**src/rtl/sfmPkg.sv**
```systemverilog
package sfmPkg;

  localparam int ADDR_W = 3;
  localparam int DATA_W = 8;

  // Control-to-datapath strobes, at most one edge action per cycle
  typedef struct packed {
    logic load;        // capture request, assert select, present first bit
    logic shift;       // advance to the next bit
    logic clkFall;     // drive serial clock low
    logic clkRise;     // drive serial clock high
    logic selRelease;  // deassert select, commit write
  } strobe_t;

  typedef enum logic [2:0] {
    ST_IDLE,
    ST_LEAD,
    ST_LOW,
    ST_HIGH,
    ST_GAP
  } state_t;

  function automatic int frameWidth(input bit byteMode);
    return byteMode ? 2 * DATA_W : ADDR_W + DATA_W;
  endfunction

endpackage

```
**src/rtl/sfmControl.sv**
```systemverilog
module sfmControl
  import sfmPkg::*;
#(
  parameter int CLK_DIV   = 3,
  parameter bit BYTE_MODE = 1'b0
) (
  input  logic    clk,
  input  logic    rstN,
  input  logic    reqValid,
  output logic    reqReady,
  output strobe_t strobes
);

  localparam int FRAME_W   = frameWidth(BYTE_MODE);
  localparam int BIT_W     = $clog2(FRAME_W + 1);
  localparam int CNT_W     = $clog2(2 * CLK_DIV + 1);
  localparam int HALF_LAST = CLK_DIV - 1;
  localparam int GAP_LAST  = 2 * CLK_DIV - 1;

  state_t           state;
  state_t           nextState;
  logic [CNT_W-1:0] divCnt;
  logic [BIT_W-1:0] bitsLeft;
  logic             halfDone;
  logic             gapDone;
  logic             lastBit;

  assign halfDone = (divCnt == CNT_W'(HALF_LAST));
  assign gapDone  = (divCnt == CNT_W'(GAP_LAST));
  assign lastBit  = (bitsLeft == '0);
  assign reqReady = (state == ST_IDLE);

  always_comb begin
    nextState = state;
    unique case (state)
      ST_IDLE: if (reqValid) nextState = ST_LEAD;
      ST_LEAD: if (halfDone) nextState = ST_LOW;
      ST_LOW:  if (halfDone) nextState = ST_HIGH;
      ST_HIGH: if (halfDone) nextState = lastBit ? ST_GAP : ST_LOW;
      ST_GAP:  if (gapDone)  nextState = ST_IDLE;
      default: nextState = ST_IDLE;
    endcase
  end

  always_comb begin
    strobes            = '0;
    strobes.load       = (state == ST_IDLE) && reqValid;
    strobes.clkRise    = (state == ST_LOW) && halfDone;
    strobes.shift      = (state == ST_HIGH) && halfDone && !lastBit;
    strobes.clkFall    = ((state == ST_LEAD) && halfDone) || strobes.shift;
    strobes.selRelease = (state == ST_HIGH) && halfDone && lastBit;
  end

  always_ff @(posedge clk or negedge rstN) begin
    if (!rstN) begin
      state    <= ST_IDLE;
      divCnt   <= '0;
      bitsLeft <= '0;
    end else begin
      state <= nextState;
      if (nextState != state || nextState == ST_IDLE) divCnt <= '0;
      else                                            divCnt <= divCnt + 1'b1;
      if (strobes.load)         bitsLeft <= BIT_W'(FRAME_W);
      else if (strobes.clkRise) bitsLeft <= bitsLeft - 1'b1;
    end
  end

  // accepting a request moves out of idle and drops ready
  assert_accept_leaves_idle_R2: assert property (@(posedge clk) disable iff (!rstN)
    (reqValid && reqReady) |=> (state == ST_LEAD && !reqReady));

  // only one serial edge action per cycle
  assert_single_edge_R6: assert property (@(posedge clk) disable iff (!rstN)
    $onehot0({strobes.load, strobes.clkFall, strobes.clkRise, strobes.selRelease}));

  // a rising serial clock never occurs once every bit is out
  assert_no_extra_rise_R4: assert property (@(posedge clk) disable iff (!rstN)
    strobes.clkRise |-> (bitsLeft != '0));

endmodule

```
**src/rtl/sfmDatapath.sv**
```systemverilog
module sfmDatapath
  import sfmPkg::*;
#(
  parameter bit BYTE_MODE = 1'b0
) (
  input  logic              clk,
  input  logic              rstN,
  input  strobe_t           strobes,
  input  logic [ADDR_W-1:0] reqAddr,
  input  logic [DATA_W-1:0] reqData,
  input  logic              sleepReq,
  input  logic              clearReq,
  output logic              serClk,
  output logic              serData,
  output logic              selN,
  output logic              done,
  output logic              sleepN,
  output logic              clearN
);

  localparam int FRAME_W = frameWidth(BYTE_MODE);
  localparam int PAD_W   = DATA_W - ADDR_W;

  logic [FRAME_W-1:0] frameWord;
  logic [FRAME_W-1:0] shiftReg;

  generate
    if (BYTE_MODE) begin : gByteFrame
      assign frameWord = {{PAD_W{1'b0}}, reqAddr, reqData};
    end else begin : gCompactFrame
      assign frameWord = {reqAddr, reqData};
    end
  endgenerate

  assign serData = shiftReg[FRAME_W-1];

  always_ff @(posedge clk or negedge rstN) begin
    if (!rstN) begin
      shiftReg <= '0;
      serClk   <= 1'b1;
      selN     <= 1'b1;
      done     <= 1'b0;
    end else begin
      if (strobes.load)       shiftReg <= frameWord;
      else if (strobes.shift) shiftReg <= {shiftReg[FRAME_W-2:0], 1'b0};
      if (strobes.clkFall)      serClk <= 1'b0;
      else if (strobes.clkRise) serClk <= 1'b1;
      if (strobes.load)            selN <= 1'b0;
      else if (strobes.selRelease) selN <= 1'b1;
      done <= strobes.selRelease;
    end
  end

  always_ff @(posedge clk or negedge rstN) begin
    if (!rstN) begin
      sleepN <= 1'b1;
      clearN <= 1'b1;
    end else begin
      sleepN <= !sleepReq;
      clearN <= !clearReq;
    end
  end

  // clock rests high outside a frame
  assert_clock_idle_high_R6: assert property (@(posedge clk) disable iff (!rstN)
    selN |-> serClk);

  // data is steady across every rising serial edge
  assert_data_steady_R6: assert property (@(posedge clk) disable iff (!rstN)
    $rose(serClk) |-> $stable(serData));

  // done marks the commit edge of select
  assert_done_on_commit_R8: assert property (@(posedge clk) disable iff (!rstN)
    done |-> $rose(selN));

  // static lines follow their requests one cycle later
  assert_static_follow_R10: assert property (@(posedge clk) disable iff (!rstN)
    $past(rstN) |-> (sleepN == !$past(sleepReq) && clearN == !$past(clearReq)));

endmodule

```
**src/rtl/serialFrameMaster.sv**
```systemverilog
module serialFrameMaster
  import sfmPkg::*;
#(
  parameter int CLK_DIV   = 3,
  parameter bit BYTE_MODE = 1'b0
) (
  input  logic       clk,
  input  logic       rstN,
  input  logic       reqValid,
  output logic       reqReady,
  input  logic [2:0] reqAddr,
  input  logic [7:0] reqData,
  input  logic       sleepReq,
  input  logic       clearReq,
  output logic       done,
  output logic       serClk,
  output logic       serData,
  output logic       selN,
  output logic       sleepN,
  output logic       clearN
);

  localparam int GAP_MIN = 2 * CLK_DIV;
  localparam int GAP_W   = $clog2(GAP_MIN + 1);

  strobe_t strobes;

  sfmControl #(
    .CLK_DIV  (CLK_DIV),
    .BYTE_MODE(BYTE_MODE)
  ) uControl (
    .clk     (clk),
    .rstN    (rstN),
    .reqValid(reqValid),
    .reqReady(reqReady),
    .strobes (strobes)
  );

  sfmDatapath #(
    .BYTE_MODE(BYTE_MODE)
  ) uDatapath (
    .clk     (clk),
    .rstN    (rstN),
    .strobes (strobes),
    .reqAddr (reqAddr),
    .reqData (reqData),
    .sleepReq(sleepReq),
    .clearReq(clearReq),
    .serClk  (serClk),
    .serData (serData),
    .selN    (selN),
    .done    (done),
    .sleepN  (sleepN),
    .clearN  (clearN)
  );

  // Select-high time counter, saturating, for the gap check
  logic [GAP_W-1:0] highCnt;

  always_ff @(posedge clk or negedge rstN) begin
    if (!rstN) highCnt <= GAP_W'(GAP_MIN);
    else if (!selN) highCnt <= '0;
    else if (highCnt != GAP_W'(GAP_MIN)) highCnt <= highCnt + 1'b1;
  end

  // minimum select-high time before a new frame
  assert_select_gap_R9: assert property (@(posedge clk) disable iff (!rstN)
    $fell(selN) |-> ($past(highCnt) == GAP_W'(GAP_MIN)));

  // no acceptance while a frame is running
  assert_busy_not_ready_R2: assert property (@(posedge clk) disable iff (!rstN)
    !selN |-> !reqReady);

endmodule

```
**config.mk**
```make
export PLATFORM = sky130hd
export DESIGN_NAME = serialFrameMaster
export DESIGN_NICKNAME = d
export VERILOG_FILES = /design/src/rtl/sfmPkg.sv /design/src/rtl/sfmControl.sv /design/src/rtl/sfmDatapath.sv /design/src/rtl/serialFrameMaster.sv
export SDC_FILE = /design/constraint.sdc
export NUM_CORES = 1
export LEC_CHECK = 0
export BUFFER_PORTS_ARGS = -buffer_cell sky130_fd_sc_hd__clkbuf_2
export CAP_MARGIN = 20
export CORE_UTILIZATION = 54
export CTS_CLUSTER_SIZE = 8
export DETAILED_ROUTE_END_ITERATION = 8
export GPL_TIMING_DRIVEN = 1
export PLACE_DENSITY = 0.85
export SLEW_MARGIN = 25
export SYNTH_ARGS = -nofsm -noshare
export SYNTH_HDL_FRONTEND = slang
export SYNTH_HIERARCHICAL = 1
export SYNTH_SLANG_ARGS = --single-unit
```
**constraint.sdc**
```tcl
create_clock -name clk -period 2.2 [get_ports clk]
set_input_delay 0.11 -clock clk [delete_from_list [all_inputs] [get_ports clk]]
set_output_delay 0.11 -clock clk [all_outputs]
set_load 0.005 [all_outputs]
```
# Word-level counts from Yosys, hierarchy flattened
# Cells that the tools add are included.
[word_totals] register_bits=26 in_bits=16 word_cells=52
[classes] add_sub_neg=2 eq_ne=7 muxes=16 n_reduce_logical=18
[op_table] operator="2-to-1 mux 11 bit" count=2
[op_table] operator="2-to-1 mux 3 bit" count=7
[op_table] operator="one-hot mux 3 bit (5 select lines)" count=1
[op_table] operator="== test 3 x 2 -> 1 bit, second input constant" count=3
[op_table] operator="2-to-1 mux 4 bit" count=2
[op_table] operator="nonzero test 2 bit" count=4
[op_table] operator="== test 3 bit, second input constant" count=2
[op_table] operator="logical AND 1 bit" count=6
[op_table] operator="logical NOT 3 bit" count=2
[op_table] operator="logical NOT 4 bit" count=1
[op_table] operator="2-to-1 mux 1 bit" count=4
[op_table] operator="subtractor 4 x 1 -> 4 bit, second input constant" count=1
[op_table] operator="adder 3 x 1 -> 3 bit, second input constant" count=1
[op_table] operator="== test 3 x 1 -> 1 bit, second input constant" count=1
[op_table] operator="logical NOT 1 bit" count=3
[op_table] operator="!= test 3 bit" count=1
[op_table] operator="logical OR 1 bit" count=2

# Depth between registers and ports, before layout
[logic_depth] ltp_word=7 ltp_mapped=8 depth_no_buf=8

# Modules after synthesis
# Netlist, hierarchy kept.
[by_module_without_submodules] mod="sfmDatapath" n_inst=1 cells_per_inst=58 area_each_um2=655.6
[by_module_without_submodules] mod="sfmControl" n_inst=1 cells_per_inst=67 area_each_um2=629.4

# Worst setup path after synthesis
# Ideal clock, no wire load.
[synth_timing] kind="register to register" startpoint="register uControl.divCnt[0]" endpoint="register uDatapath.shiftReg[9]" setup_ns=0.120 arrival_ns=1.772 setup_slack_ns=0.307 stages_incl_launch_ff=9 n_path_buf=1 period_less_slack_ns=1.893 path_cell_list="dfrtp_1 -> inv_1 -> ha_1 -> nor3b_2 -> nand2_1 -> nor3_1 -> buf_6 -> mux2i_1 -> o21ai_2"
[synth_lines] item="from (decl)" line="sfmControl.sv:22" source="logic [CNT_W-1:0] divCnt;"
[synth_lines] item="from (signal assigned)" line="sfmControl.sv:62" source="else divCnt <= divCnt + 1'b1;"
[synth_lines] item="to (signal assigned)" line="sfmDatapath.sv:44" source="if (strobes.load) shiftReg <= frameWord;"
[synth_lines] item="to (signal assigned)" line="sfmDatapath.sv:45" source="else if (strobes.shift) shiftReg <= {shiftReg[FRAME_W-2:0], 1'b0};"
[synth_lines] item="to (decl)" line="sfmDatapath.sv:25" source="logic [FRAME_W-1:0] shiftReg;"

==> results.cfg <==
[outcome]
status = complete, no violations

[floorplan]
dieArea_mm2 = 0.00258
top_level_ports = 23
initial_core_util = 0.575
rows = 17
core_area_mm2 = 0.00223
die_w_um = 50.8
die_y_um = 50.8

[min_path]
hp-start = reqData[0]
hold_path.class = input port to flip-flop
whs_path_depth = 3
min_to = uDatapath/shiftReg[0]

[global_routing]
grt_pass1_vias = 1025
antenna_found_initial = 0
grt_pass1_wl_um = 4150
grt_max_degree = 27
grtUsageTotal = 0.219
gr-total-overflow = 0

[layout]
layout-drive-gt1-share = 0.247
final_area_mm2 = 0.00160
area_delta_synth_final_pct = 24.5
fillers = 166
antenna_cells = 0
nets = 184
final_cell_mix = clkbuf_2 (22), dfrtp_1 (22), nand2_1 (18)

[timing]
slew_headroom = 0.584
tns_ps = 0
setup_viol = 0
clock_skew_ps = 1.38
hold_ws_ps = 34.3
hold_viol = 0
final-max-slew-violation-count = 0
max_freq_mhz = 557
layout_min_cycle_time_ps = 1800
rsz0062_at_grt = no
period_share = 0.817
tightest_slew_ps = 625

[placed_design]
placed_cell_area_mm2 = 0.00142
portBuffers = 22
gp_congestion = 0.797
hpwl_um = 1700

[worst_setup_path]
reg2reg_to = uDatapath/shiftReg[9]
path_class = flip-flop to flip-flop
endpoint_kind = flip-flop
r2r_slack_ps = 400
startpoint_type = flip-flop
crit_fanout = 11
worst_r2r_path_depth = 8
slowest_delay_ps = 450
cpMaxStageDelayCell = dfrtp_1
timing.rr.start = uControl/divCnt[0]
cp_cell_sequence = inv_1 -> ha_1 -> nor3b_2 -> nand2_1 -> nor3_2 -> buf_4 -> mux2i_1 -> o21ai_2
cp.required_ps = 2420
worstPathArrival_ps = 2010

[route]
ant_nets = 0
wl_um = 2410
dr.pass1.iters = 4
drt_iter0_markers = 11
via_per_inst = 5.11
drc = 0
vias = 971
wl_per_cell_um = 12.7

[clock_network]
insertion_delay_ps = 320
clk_path_buf_depth = 2
htree_levels = 1
clk_pin_slew_ps = 140
cts_resized = 0
cts_tree = done
clockRootBuffer = clkbuf_4
numCtsBuffers = 3
cts_sinks = 26

[power]
clkPwrFrac = 0.173
internal_power_uw = 1210
p_seq_frac = 0.449
power_density_mw_per_mm2 = 1180
ir_worst_vdd_mv = 0.796
p_leak_uw = 0.000767
combPwrFrac = 0.377
netSwitchingPower_uw = 680
netSwitchingFraction = 0.359
total_power_uw = 1890

[logic_synthesis]
syn_area_mm2 = 0.00128
ys_warn_count = 6
synthCells = 125
yosysUniqueCellTypes = 30
synth-seq-cells = 26
synth_fp_nets = 146
syn_avg_cell_area_um2 = 10.3
synth-seq-area-share = 0.510

[flow_run]
cap_violations = 0
-- cell families (layout without fill, tap and decap cells) --
logic type | count (synthesis) | after routing | share of synthesized area
simple gates | 41 | 41 | 0.152
compound gates | 23 | 23 | 0.121
fa+ha+maj | 5 | 5 | 0.0487
mux | 10 | 10 | 0.0779
buf+inv | 16 | 53 | 0.0633
flops | 26 | 26 | 0.510
xor+xnor | 4 | 4 | 0.0273
-- cells in the mapped netlist --
cell type,instances,area (µm²)
xnor2_1,2,17.5
buf_4,1,7.51
dfrtp_1,22,551
inv_1,11,41.3
a21o_1,1,7.51
a211oi_1,3,22.5
ha_1,5,62.6
nor2b_1,2,12.5
nor3_2,1,10.0
o21ai_1,8,40.0
nor3b_2,1,12.5
nand3_1,3,15.0
mux2i_1,10,100
nor2_1,10,37.5
o21ai_0,3,15.0
a22o_1,1,8.76
dfstp_2,4,105
o21ai_2,1,8.76
nor2b_4,1,13.8
a21bo_2,1,10.0
nor3_1,4,20.0
buf_6,2,22.5
nand2_1,18,67.6
buf_2,2,10.0
a311o_1,1,10.0
xor2_1,2,17.5
a221oi_2,1,15.0
a21oi_1,2,10.0
o211ai_1,1,7.51
nand2b_1,1,6.26
-- repair_timing --
action                                 4_1_cts  5_1_grt
hold buffers                                13        0
setup buffers                                0        0
endpoints found under the hold margin       34        0
-- critical path: cells and delay by family, from the launching register on --
kind,cells,cell delay [ps]
flip-flops,1,450
AND/OR/NAND/NOR,3,440
buffers and inverters,2,310
multiplexers,1,260
adder cells (fa/ha/maj),1,160
AO/OA/AOI/OAI,1,70
-- worst max-delay path by stage --
stage                  startpoint                endpoint  slack (ps)  cells past startpoint
2_1_floorplan  uControl/divCnt[0]   uDatapath/shiftReg[9]         310                      8
3_3_place_gp   uControl/divCnt[0]  uDatapath/shiftReg[10]         570                      8
3_5_place_dp   uControl/divCnt[0]   uDatapath/shiftReg[9]         430                      8
4_1_cts        uControl/divCnt[0]   uDatapath/shiftReg[9]         410                      8
5_1_grt        uControl/divCnt[0]   uDatapath/shiftReg[9]         240                      8
6_report       uControl/divCnt[0]   uDatapath/shiftReg[9]         400                      8
-- flip-flops by register name, indices dropped and copies added, names as in the netlist --
signal	flops
uControl/bitsLeft	4
uDatapath/sleepN	1
uControl/divCnt	3
uDatapath/done	1
uDatapath/shiftReg	11
uDatapath/selN	1
uDatapath/clearN	1
uControl/state	3
uDatapath/serClk	1
-- routing by layer --
metal | global-route usage | up-vias | share of wire
li1 | - | 489 | -
met1 | 0.252 | 459 | 0.45
met2 | 0.391 | 19 | 0.51
met5 | 0 | - | 0
met4 | 0.116 | 0 | 0.012
met3 | 0.0303 | 4 | 0.027
-- power by group through the flow --
stage | combinational [µW] | sequential [µW] | clock (µW)
after global placement | 655 | 844 | 0
final | 715 | 851 | 328
after global routing | 811 | 880 | 349
after floorplan | 571 | 800 | 0
after detailed placement | 701 | 858 | 0
after CTS | 720 | 850 | 338
-- layout make-up --
cell class	count	area (µm²)	area share
well taps	28	35.0	0.0219
multi-input cells	83	553	0.346
flip-flops and latches	26	656	0.410
clock inverters	1	30.0	0.0188
clock buffers	3	22.5	0.0141
repair buffers	38	263	0.164
inverters	11	41.3	0.0258
-- metrics by stage --
stage / instances / util / worst slack, ps
6_report: 190 / 0.717 / 404
5_1_grt: 190 / 0.717 / 244
4_1_cts: 190 / 0.717 / 407
3_5_place_dp: 173 / 0.635 / 434
3_3_place_gp: 173 / 0.635 / 565
2_1_floorplan: 125 / - / 307
(Power assumes the default switching activity.)
